[config.mk]
export PLATFORM = sky130hd
export DESIGN_NAME = bus_clock_prescaler
export DESIGN_NICKNAME = d
export VERILOG_FILES = /design/src/rtl/prescaler_pkg.sv /design/src/rtl/ctrl_reg_file.sv /design/src/rtl/half_rate_stage.sv /design/src/rtl/slow_rate_stage.sv /design/src/rtl/bus_clock_prescaler.sv
export SDC_FILE = /design/constraint.sdc
export NUM_CORES = 1
export LEC_CHECK = 0
export ABC_AREA = 1
export BUFFER_PORTS_ARGS = -buffer_cell sky130_fd_sc_hd__buf_2
export CAP_MARGIN = 10
export CELL_PAD_IN_SITES_DETAIL_PLACEMENT = 1
export CELL_PAD_IN_SITES_GLOBAL_PLACEMENT = 1
export CORE_MARGIN = 10
export CORE_UTILIZATION = 30
export DETAILED_ROUTE_END_ITERATION = 7
export PLACE_DENSITY_LB_ADDON = 0.12
export RECOVER_POWER = 50
export SYNTH_ARGS = -nofsm -noshare
export SYNTH_HDL_FRONTEND = slang
export SYNTH_SLANG_ARGS = --single-unit
[constraint.sdc]
create_clock -name clk -period 1.1 [get_ports clk]
set_clock_uncertainty 0.05 [all_clocks]
set_input_delay 0.11 -clock clk [delete_from_list [all_inputs] [get_ports clk]]
set_output_delay 0.11 -clock clk [all_outputs]
set_load 0.02 [all_outputs]
[src/rtl/prescaler_pkg.sv]
package prescaler_pkg;

    // Phase of the fixed divide-by-2 stage
    typedef enum logic {
        PH_LOW  = 1'b0,
        PH_HIGH = 1'b1
    } half_phase_e;

    // Divide ratio currently applied to the bus
    typedef enum logic {
        RATE_FAST = 1'b0,
        RATE_SLOW = 1'b1
    } bus_rate_e;

endpackage

[src/rtl/ctrl_reg_file.sv]
module ctrl_reg_file #(
    parameter int                ADDR_W    = 8,
    parameter int                DATA_W    = 8,
    parameter logic [ADDR_W-1:0] REG_ADDR  = 8'h0C,
    parameter int                SLOW_BIT  = 1,
    parameter logic [DATA_W-1:0] RESET_VAL = 8'h10
) (
    input  logic              clk,
    input  logic              rst_n,
    input  logic              stop_entry,
    input  logic              wr_en,
    input  logic [ADDR_W-1:0] addr,
    input  logic [DATA_W-1:0] wdata,
    output logic [DATA_W-1:0] rdata,
    output logic              slow_req
);

    typedef struct packed {
        logic [DATA_W-1:0] ctrl;
    } reg_state_t;

    reg_state_t state_d, state_q;
    logic       hit;

    always_comb begin
        hit     = (addr == REG_ADDR);
        state_d = state_q;
        if (wr_en && hit) begin
            state_d.ctrl = wdata;
        end
        // Stop entry overrides any software write of the slow bit
        if (stop_entry) begin
            state_d.ctrl[SLOW_BIT] = 1'b0;
        end
    end

    always_ff @(posedge clk or negedge rst_n) begin
        if (!rst_n) begin
            state_q.ctrl <= RESET_VAL;
        end else begin
            state_q <= state_d;
        end
    end

    assign rdata    = hit ? state_q.ctrl : '0;
    assign slow_req = state_q.ctrl[SLOW_BIT];

endmodule

[src/rtl/half_rate_stage.sv]
module half_rate_stage
    import prescaler_pkg::*;
(
    input  logic clk,
    input  logic rst_n,
    output logic boundary
);

    typedef struct packed {
        half_phase_e phase;
    } half_state_t;

    half_state_t state_d, state_q;

    always_comb begin
        state_d       = state_q;
        state_d.phase = (state_q.phase == PH_LOW) ? PH_HIGH : PH_LOW;
    end

    always_ff @(posedge clk or negedge rst_n) begin
        if (!rst_n) begin
            state_q.phase <= PH_LOW;
        end else begin
            state_q <= state_d;
        end
    end

    // Last oscillator cycle of each divide-by-2 period
    assign boundary = (state_q.phase == PH_HIGH);

endmodule

[src/rtl/slow_rate_stage.sv]
module slow_rate_stage
    import prescaler_pkg::*;
#(
    parameter int SLOW_DIV = 16
) (
    input  logic clk,
    input  logic rst_n,
    input  logic boundary,
    input  logic slow_req,
    output logic tick
);

    localparam int                 CNT_W    = (SLOW_DIV > 1) ? $clog2(SLOW_DIV) : 1;
    localparam logic [CNT_W-1:0]   CNT_LAST = CNT_W'(SLOW_DIV - 1);

    typedef struct packed {
        bus_rate_e        rate;
        logic [CNT_W-1:0] cnt;
    } slow_state_t;

    slow_state_t state_d, state_q;
    bus_rate_e   req_rate;

    always_comb begin
        req_rate = slow_req ? RATE_SLOW : RATE_FAST;
        state_d  = state_q;
        if (boundary) begin
            if (req_rate != state_q.rate) begin
                // Apply the new ratio only here, and restart the count
                state_d.rate = req_rate;
                state_d.cnt  = '0;
            end else if (state_q.rate == RATE_SLOW) begin
                state_d.cnt = (state_q.cnt == CNT_LAST) ? '0 : state_q.cnt + 1'b1;
            end
        end
    end

    always_ff @(posedge clk or negedge rst_n) begin
        if (!rst_n) begin
            state_q.rate <= RATE_FAST;
            state_q.cnt  <= '0;
        end else begin
            state_q <= state_d;
        end
    end

    assign tick = boundary &&
                  ((state_q.rate == RATE_FAST) || (state_q.cnt == CNT_LAST));

endmodule

[src/rtl/bus_clock_prescaler.sv]
module bus_clock_prescaler #(
    parameter int                ADDR_W    = 8,
    parameter int                DATA_W    = 8,
    parameter logic [ADDR_W-1:0] REG_ADDR  = 8'h0C,
    parameter int                SLOW_BIT  = 1,
    parameter int                SLOW_DIV  = 16,
    parameter logic [DATA_W-1:0] RESET_VAL = 8'h10
) (
    input  logic              clk,
    input  logic              rst_n,
    input  logic              stop_entry,
    input  logic              bus_we,
    input  logic [ADDR_W-1:0] bus_addr,
    input  logic [DATA_W-1:0] bus_wdata,
    output logic [DATA_W-1:0] bus_rdata,
    output logic              bus_tick,
    output logic              slow_mode
);

    logic slow_req;
    logic boundary;

    ctrl_reg_file #(
        .ADDR_W    (ADDR_W),
        .DATA_W    (DATA_W),
        .REG_ADDR  (REG_ADDR),
        .SLOW_BIT  (SLOW_BIT),
        .RESET_VAL (RESET_VAL)
    ) u_regs (
        .clk        (clk),
        .rst_n      (rst_n),
        .stop_entry (stop_entry),
        .wr_en      (bus_we),
        .addr       (bus_addr),
        .wdata      (bus_wdata),
        .rdata      (bus_rdata),
        .slow_req   (slow_req)
    );

    half_rate_stage u_half (
        .clk      (clk),
        .rst_n    (rst_n),
        .boundary (boundary)
    );

    slow_rate_stage #(
        .SLOW_DIV (SLOW_DIV)
    ) u_slow (
        .clk      (clk),
        .rst_n    (rst_n),
        .boundary (boundary),
        .slow_req (slow_req),
        .tick     (bus_tick)
    );

    assign slow_mode = slow_req;

endmodule

-- Yosys cells after proc, flatten, opt, wreduce, memory -nomap -nowiden
Cells that the tools add are included.
- equality and inequality tests: 3
- multiplexer cells: 8
- bitwise logic cells: 1
- $add $sub $neg: 1
- reductions and logical operators: 7
- operator list (operator ; count):
    4-bit 2-to-1 mux ; 3
    8-bit by 4-bit == test with 1-bit output (second input constant) ; 1
    8-bit 2-to-1 mux ; 1
    4-bit by 1-bit adder with 4-bit output (second input constant) ; 1
    4-bit == test (second input constant) ; 1
    2-bit AND reduction ; 2
    2-bit nonzero test ; 2
    1-bit 2-to-1 mux ; 3
    1-bit logical AND ; 2
    2-bit 2-to-1 mux ; 1
    1-bit logical OR ; 1
    1-bit != test ; 1
    1-bit inverter ; 1
- output and inout port bits: 10
- register bits after elaboration: 14
- logic and storage cells: 25
- input port bits: 20

-- Longest topological paths before layout
Gate-level depths: netlist of the first run.
- depth in word-level cells: 4
- depth in mapped cells: 7
- mapped depth without buffers: 7

-- Hierarchy
A second synthesis of the first run with hierarchy kept.
- cell total of the unflattened synthesis: 109
- area total of the unflattened synthesis: 820.8 um2
- by module, submodules not included (module ; area an instance (um2) ; cells each ; sequential area each (um2) ; times used):
    ctrl_reg_file ; 494.2 ; 71 ; 201.4 ; 1
    slow_rate_stage ; 297.8 ; 36 ; 125.1 ; 1
    half_rate_stage ; 28.8 ; 2 ; 25.0 ; 1

-- Worst setup path before layout of the first run
No wires, ideal clock.
- path type: reg-to-reg
- from: register u_regs.state_q[1] (netlist bit)
- to: register u_slow.state_q[3] (netlist bit)
- setup time: 0.083 ns
- slack: -0.209 ns
- clock period less this slack: 1.309 ns
- data required time: 0.967 ns
- buffers on the path: 0
- arrival time: 1.177 ns
- stages on the path, launching flop included: 6
- cells stage by stage: dfrtp_1 -> inv_1 -> ha_1 -> inv_1 -> nand3_1 -> o21ai_0
- word-level cells in the longest chain between the ends: 4
- elaborated cells on any way between the ends: 5
- those cells by class: 1 x eq/ne; 2 x mux; 2 x reduce/logical
- ends and longest elaborated chain (element ; line ; text):
    from (decl) ; ctrl_reg_file.sv:22 ; reg_state_t state_d, state_q;
    from (signal assigned) ; ctrl_reg_file.sv:41 ; state_q <= state_d;
    1-bit 2-to-1 mux (*) ; slow_rate_stage.sv:25 ; req_rate = slow_req ? RATE_SLOW : RATE_FAST;
    1-bit != test (*) ; slow_rate_stage.sv:28 ; if (req_rate != state_q.rate) begin
    2-bit nonzero test (no source line) ; n/a ;
    2-bit AND reduction (no source line) ; n/a ;
    to (signal assigned) ; slow_rate_stage.sv:43 ; state_q <= state_d;
    to (decl) ; slow_rate_stage.sv:21 ; slow_state_t state_d, state_q;
Mark *: on every way between the ends. The rest lies on a longest branch, timed or not.
A chain may end at the register's enable or synchronous reset.

-- Worst setup path after layout of the first run
- from: register u_slow.state_q[0] (netlist bit)
- to: output bus_tick
- word-level cells in the longest chain between the ends: 3
- ends and longest elaborated chain (element ; line ; text):
    4-bit == test ; slow_rate_stage.sv:48 ; ((state_q.rate == RATE_FAST) || (state_q.cnt == CNT_LAST));
    1-bit logical OR ; slow_rate_stage.sv:48 ;
    1-bit logical AND ; slow_rate_stage.sv:47 ; assign tick = boundary &&
    to (decl) ; bus_clock_prescaler.sv:16 ; output logic bus_tick,
Every way passes these cells.

==> results of run 1 <==
-- per-stage QoR --
stage	util [%]	total power (uW)
after detailed placement	41.24	1211
after CTS	47.15	1654
after floorplan	-	993.8
final	50.40	1734
after global placement	41.24	1188
after global routing	50.40	1852
-- worst min-delay path, cell delays in order --
cell and delay (ps):
buf_2 70, nand3_1 70, nand2_1 60
-- cells in the mapped netlist --
| cell type | instances |
|---|---|
| xor2_1 | 1 |
| nand3_1 | 11 |
| a31oi_1 | 1 |
| nor2_4 | 1 |
| inv_1 | 20 |
| a21oi_1 | 2 |
| nand4_1 | 1 |
| nand2_1 | 23 |
| dfrtp_1 | 13 |
| nand3_4 | 1 |
| ha_1 | 2 |
| o21ai_0 | 4 |
| dfstp_2 | 1 |
| nand2_2 | 2 |
| nor2_1 | 3 |
| nor2_2 | 10 |
| inv_4 | 1 |
| nor2_8 | 1 |
| buf_2 | 1 |
-- report_power, final --
group / internal, uW / total (uW) / switching (uW) / leakage, uW
logic: 337 / 697 / 360 / 0.000461
clock network: 201 / 392 / 191 / 0.0000210
registers: 590 / 645 / 54.7 / 0.000180
-- path summary, 6_finish.rpt --
| check | startpoint | to | slack [ps] | depth (start not counted) |
|---|---|---|---|---|
| max in group asynchronous | rst_n | u_regs.state_q[4]$_DFFE_PN1P_ | 460 | 2 |
| worst min register to register | u_regs.state_q[0]$_DFFE_PN0P_ | u_regs.state_q[0]$_DFFE_PN0P_ | 430 | 2 |
| worst min-delay path | bus_wdata[2] | u_regs.state_q[2]$_DFFE_PN0P_ | -0.1 | 3 |
| min in group asynchronous | rst_n | u_regs.state_q[7]$_DFFE_PN0P_ | 220 | 2 |
| worst max-delay path | u_slow.state_q[0]$_DFFE_PN0P_ | bus_tick | -390 | 6 |
| worst max register to register | u_slow.state_q[0]$_DFFE_PN0P_ | u_slow.state_q[0]$_DFFE_PN0P_ | -110 | 7 |
-- layout make-up --
cell class | instances | area [um2]
clock buffers | 4 | 36.28
well taps | 30 | 37.54
flip-flops and latches | 14 | 352.8
inverters | 21 | 83.83
fillers | 298 | 1240
repair buffers | 44 | 332.8
multi-input cells | 63 | 416.7
-- cells by family (layout without fill, tap and decap cells) --
logic type / after synthesis / after routing / share of synthesized area [%]
AOI/OAI and AO/OA: 7 / 7 / 4.589
xor gates and xnor gates: 1 / 1 / 1.108
adders and majority gates: 2 / 2 / 3.164
buffers and inverters: 22 / 69 / 10.92
DFF: 14 / 14 / 44.46
and+or+nand+nor: 53 / 53 / 35.76
-- state kept, by name (all words and copies together), names as in the netlist --
signal	flops
u_slow.state_q	5
u_half.boundary	1
u_regs.state_q	8
-- repair_timing --
action,in CTS,in global routing
buffers inserted,3,5
hold endpoints to repair,15,0
resized for setup,23,17
hold buffers,2,0
pin swaps,8,10
endpoints found under the setup margin,11,15
-- routing by layer --
layer,global-route usage (%),wire length [um],up-vias
li1,-,-,395
met1,11.09,1023,362
met2,15.29,1155,24
met3,2.893,144,4
met4,4.516,45,0
met5,0,0,-
==> results.sh, run 1 <==
export IMPL_status="finished, violations left"
export IMPL_violations="negative hold slack, negative setup slack"
export IMPL_initial_core_util_pct=31.63
export IMPL_grt_use_total_pct=9.458
export IMPL_clkLatencyLatePin_ps=290
export IMPL_path_cells="ha_2 > nand2_2 > inv_2 > nand2_2 > a21oi_2 > buf_6"
export IMPL_cts_tree="built"
export IMPL_synth_cell_area_um2=790.8
export IMPL_max_stage_delay_ps=380
export IMPL_powerDensity_nw_per_um2=1376
export IMPL_gp_congestion=0.7227
export IMPL_dpl_cell_area_um2=1031
export IMPL_cap_violations=0
export IMPL_ys_types=19
export IMPL_antenna_found_initial=0
export IMPL_setup_ws_ps=-394.7
export IMPL_cts_root_buf="clkbuf_4"
export IMPL_slew_violations=0
export IMPL_relSlewSlack_pct=75.25
export IMPL_hold_viol_final=1
export IMPL_ys_warn_count=0
export IMPL_leakage_uw=0.0006615
export IMPL_htreeDepth=1
export IMPL_io_pin_count=30
export IMPL_portBuffers=29
export IMPL_fmax_mhz=669.0
export IMPL_nets=169
export IMPL_grt_pass1_wl_um=3974
export IMPL_dp_hpwl_um=1766
export IMPL_finalCriticalPeriod_ps=1495
export IMPL_hold_class="input pin to flip-flop"
export IMPL_clk_path_buf_depth=2
export IMPL_worst_endpoint_arrival_ps=1330
export IMPL_grt_max_degree=15
export IMPL_die_h_um=71.34
export IMPL_start_kind="flip-flop"
export IMPL_dpl_cell_count=163
export IMPL_period_share_pct=135.9
export IMPL_layout_commonest_cell="nand2_1"
export IMPL_finalInstanceArea_um2=1260
export IMPL_numCtsBuffers=3
export IMPL_drive_above_1_share_pct=56.85
export IMPL_final_cell_mix="nand2_1 (21), buf_2 (18), inv_1 (12), buf_6 (12), dfrtp_1 (12)"
export IMPL_via_per_inst=4.460
export IMPL_critPathKind="flip-flop to output port"
export IMPL_area_growth_pct=59.34
export IMPL_grt_pass1_vias=874
export IMPL_fin_tns_setup_ps=-960.6
export IMPL_synth_top_area_share_pct=41.14
export IMPL_syn_num_nets=121
export IMPL_antenna_cells=0
export IMPL_dp_slack_ps=-60.01
export IMPL_grt_overflow=0
export IMPL_syn_area_per_cell_um2=7.987
export IMPL_syn_inst=99
export IMPL_worst_path_dominant_cell_family="flip-flops"
export IMPL_ant_nets=0
export IMPL_path_max_fanout=2
export IMPL_synth_seq_cells=14
export IMPL_drc=0
export IMPL_cp_common_cell="nand2_2"
export IMPL_clock_sinks=14
export IMPL_peakVddDrop_uv=1267
export IMPL_rows=18
export IMPL_holdWs_ps=-0.1175
export IMPL_cts_clk_slew_worst_paths_ps=100
export IMPL_yosysTopAreaCell="dfrtp_1"
export IMPL_required_ps=940
export IMPL_end_kind="output port"
export IMPL_rsz0062_at_grt="true"
export IMPL_synth_area_leaders="dfrtp_1 (41%), nand2_1 (11%), inv_1 (9.5%), nor2_2 (7.9%), nand3_1 (7.0%)"
export IMPL_drt_iter0_markers=26
export IMPL_dieArea_um2=5089
export IMPL_vias=785
export IMPL_fp_coreArea_um2=2500
export IMPL_wirelength_um=2368
export IMPL_setup_violations=7
export IMPL_dieWidth_um=71.34
export IMPL_routedWlPerCell_um=13.45
export IMPL_firstDrtPassIters=2
export IMPL_crit_path_top_delay_cell="dfrtp_1"
export IMPL_stdcell_count=176
export IMPL_synth_seq_area_share_pct=44.46
export IMPL_critPathBufInv=2
export IMPL_tightest_slew_ps=371.2
Note: power is estimated with default switching activity, not from simulation.
==> inputs of run 2 (changes only) <==
Settings changed: ABC_AREA 1 to default, CORE_UTILIZATION 30 to 31.
==> results.sh, run 2 <==
export IMPL_critPathKind="input pin to flip-flop"
export IMPL_dieArea_um2=4739
export IMPL_dieWidth_um=68.84
export IMPL_synth_edf_count=0
export IMPL_setup_violations=22
export IMPL_routedWlPerCell_um=15.06
export IMPL_die_h_um=68.84
export IMPL_rsz0062_at_grt="true"
export IMPL_violations="negative setup slack"
export IMPL_worst_path_dominant_cell_family="simple AND/OR/NAND/NOR gates"
export IMPL_final_cell_mix="buf_2 (17), buf_6 (15), dfrtp_1 (11)"
export IMPL_tightest_slew_ps=357.9
export IMPL_clkLatencyLatePin_ps=280
export IMPL_syn_area_per_cell_um2=11.20
export IMPL_critPathBufInv=2
export IMPL_wirelength_um=2154
export IMPL_synth_most_common_cell="dfrtp_1"
export IMPL_whs_path_depth=3
export IMPL_yosysTopAreaCell="dfrtp_1"
export IMPL_fp_coreArea_um2=2233
export IMPL_ys_flop_type="dfrtp_1"
export IMPL_period_share_pct=147.4
export IMPL_grt_overflow=0
export IMPL_fmax_mhz=616.6
export IMPL_hold_start="bus_wdata[1]"
export IMPL_slew_violations=0
export IMPL_via_per_inst=4.762
export IMPL_peakVddDrop_uv=540.2
export IMPL_r2r_start="u_slow.state_q[0]$_DFFE_PN0P_"
export IMPL_cap_violations=0
export IMPL_r2r_end="u_slow.state_q[2]$_DFFE_PN0P_"
export IMPL_min_to="u_regs.state_q[1]$_DFFE_PN0P_"
export IMPL_antenna_cells=0
export IMPL_grt_max_degree=15
export IMPL_clock_sinks=14
export IMPL_stdcell_count=143
export IMPL_nets=138
export IMPL_rr_worst_depth=5
export IMPL_ys_types=22
export IMPL_firstDrtPassIters=3
export IMPL_path_max_fanout=8
export IMPL_cts_clk_slew_worst_paths_ps=90
export IMPL_fin_util_pct=57.59
export IMPL_end_kind="flip-flop"
export IMPL_synth_cell_area_um2=739.5
export IMPL_syn_num_nets=88
export IMPL_hold_class="input pin to flip-flop"
export IMPL_holdWs_ps=13.13
export IMPL_vias=681
export IMPL_worst_endpoint_arrival_ps=1740
export IMPL_dpl_cell_count=130
export IMPL_synth_seq_cells=14
export IMPL_leakage_uw=0.0006514
export IMPL_grt_use_total_pct=9.592
export IMPL_r2r_slack_ps=-120
export IMPL_start_kind="input pin"
export IMPL_grt_pass1_vias=792
export IMPL_hold_viol_final=0
export IMPL_gp_congestion=0.7317
export IMPL_status="finished, violations left"
export IMPL_layout_commonest_cell="buf_2"
export IMPL_synth_area_leaders="dfrtp_1 (44%), mux2_4 (14%), and2_1 (6.8%), dfstp_2 (3.6%), ha_1 (3.4%)"
export IMPL_path_cells="buf_6 > or4_4 > or4b_4 > buf_8 > mux2_4"
export IMPL_ant_nets=0
export IMPL_largest_register="u_regs.state_q"
export IMPL_area_growth_pct=73.94
export IMPL_cts_root_buf="clkbuf_4"
export IMPL_numCtsBuffers=3
export IMPL_cts_tree="built"
export IMPL_synthArstFlopShare_pct=100.0
export IMPL_synth_seq_area_share_pct=47.55
export IMPL_ys_warn_count=0
export IMPL_dp_slack_ps=-813.7
export IMPL_drive_above_1_share_pct=67.83
export IMPL_fin_tns_setup_ps=-8403
export IMPL_rows=17
export IMPL_powerDensity_nw_per_um2=777.4
export IMPL_drt_iter0_markers=17
export IMPL_max_stage_delay_ps=540
export IMPL_crit_path_top_delay_cell="or4_4"
export IMPL_grt_pass1_wl_um=3532
export IMPL_required_ps=1210
export IMPL_setup_ws_ps=-521.7
export IMPL_drc=0
export IMPL_antenna_found_initial=0
export IMPL_htreeDepth=1
export IMPL_dp_hpwl_um=1525
export IMPL_clk_path_buf_depth=2
export IMPL_portBuffers=29
export IMPL_synth_commonest_cells="dfrtp_1 (13), and2_1 (8), mux2_4 (7)"
export IMPL_syn_inst=66
export IMPL_io_pin_count=30
export IMPL_finalCriticalPeriod_ps=1622
export IMPL_largest_register_ffs=8
export IMPL_synth_top_area_share_pct=43.99
export IMPL_relSlewSlack_pct=76.14
export IMPL_initial_core_util_pct=33.11
## run 2: cell count changes after synthesis, sizes merged, moves of 2 or more
cell    change
inv        -16
mux2i       +2
nor2       -14
and2        +8
nand2b      +4
nand3      -10
mux2        +7
nand2      -19
## run 2: stage by stage
step           total power (uW)  area (um2)
5_1_grt                    1072        1286
6_report                  999.9        1286
3_3_place_gp              620.5        1013
2_1_floorplan             571.8       784.5
3_5_place_dp              623.6        1013
4_1_cts                    1014        1235
## run 2: worst min-delay path: stages
cell and delay (ps):
buf_2 100, nand2b_1 50, mux2i_1 50
## run 2: cell families (layout without fill, tap and decap cells)
| logic type | after synthesis | after routing | synth area share, % |
|---|---|---|---|
| AO/OA/AOI/OAI | 8 | 8 | 6.261 |
| AND/OR/NAND/NOR | 27 | 27 | 21.83 |
| adder cells (fa/ha/maj) | 2 | 2 | 3.384 |
| flip-flops | 14 | 14 | 47.55 |
| multiplexers | 9 | 9 | 16.92 |
| buffers and inverters | 6 | 55 | 4.061 |
## run 2: how the worst max path moves through the flow
stage / start / endpoint / slack [ps] / cells past startpoint
after floorplan: bus_addr[5] / u_regs.state_q[0]$_DFFE_PN0P_ / -660 / 4
after global placement: bus_addr[5] / u_regs.state_q[6]$_DFFE_PN0P_ / -800 / 5
after detailed placement: bus_addr[5] / u_regs.state_q[5]$_DFFE_PN0P_ / -810 / 5
after CTS: bus_addr[5] / u_regs.state_q[5]$_DFFE_PN0P_ / -510 / 5
after global routing: bus_addr[5] / bus_rdata[5] / -550 / 6
final: bus_addr[5] / u_regs.state_q[5]$_DFFE_PN0P_ / -520 / 5
## run 2: layout make-up
type	instances	area [um2]
inverters	5	18.77
well taps	28	35.03
fillers	255	947.2
repair buffers	46	369.1
clock buffers	4	36.28
flip-flops and latches	14	354.1
multi-input cells	46	473.0
## run 2: per-layer routing
| layer | global-route usage (%) | wire, um | vias up |
|---|---|---|---|
| met1 | 10.06 | 841 | 333 |
| met4 | 2.217 | 8 | 0 |
| met2 | 17.24 | 1129 | 19 |
| met5 | 0 | 0 | - |
| met3 | 4.187 | 175 | 2 |
| li1 | - | - | 327 |
## run 2: what timing repair did
action | in CTS | in global routing
resized for setup | 36 | 11
setup endpoints to repair | 21 | 23
hold buffers | 1 | 1
endpoints found under the hold margin | 14 | 1
pin swaps | 9 | 6
buffers inserted | 6 | 2
## run 2: power breakdown
group          total [uW]  switching, uW  internal [uW]
clock                 371            170            201
combinational        92.1           34.9           57.1
sequential            537           7.73            529
total                1000            213            787
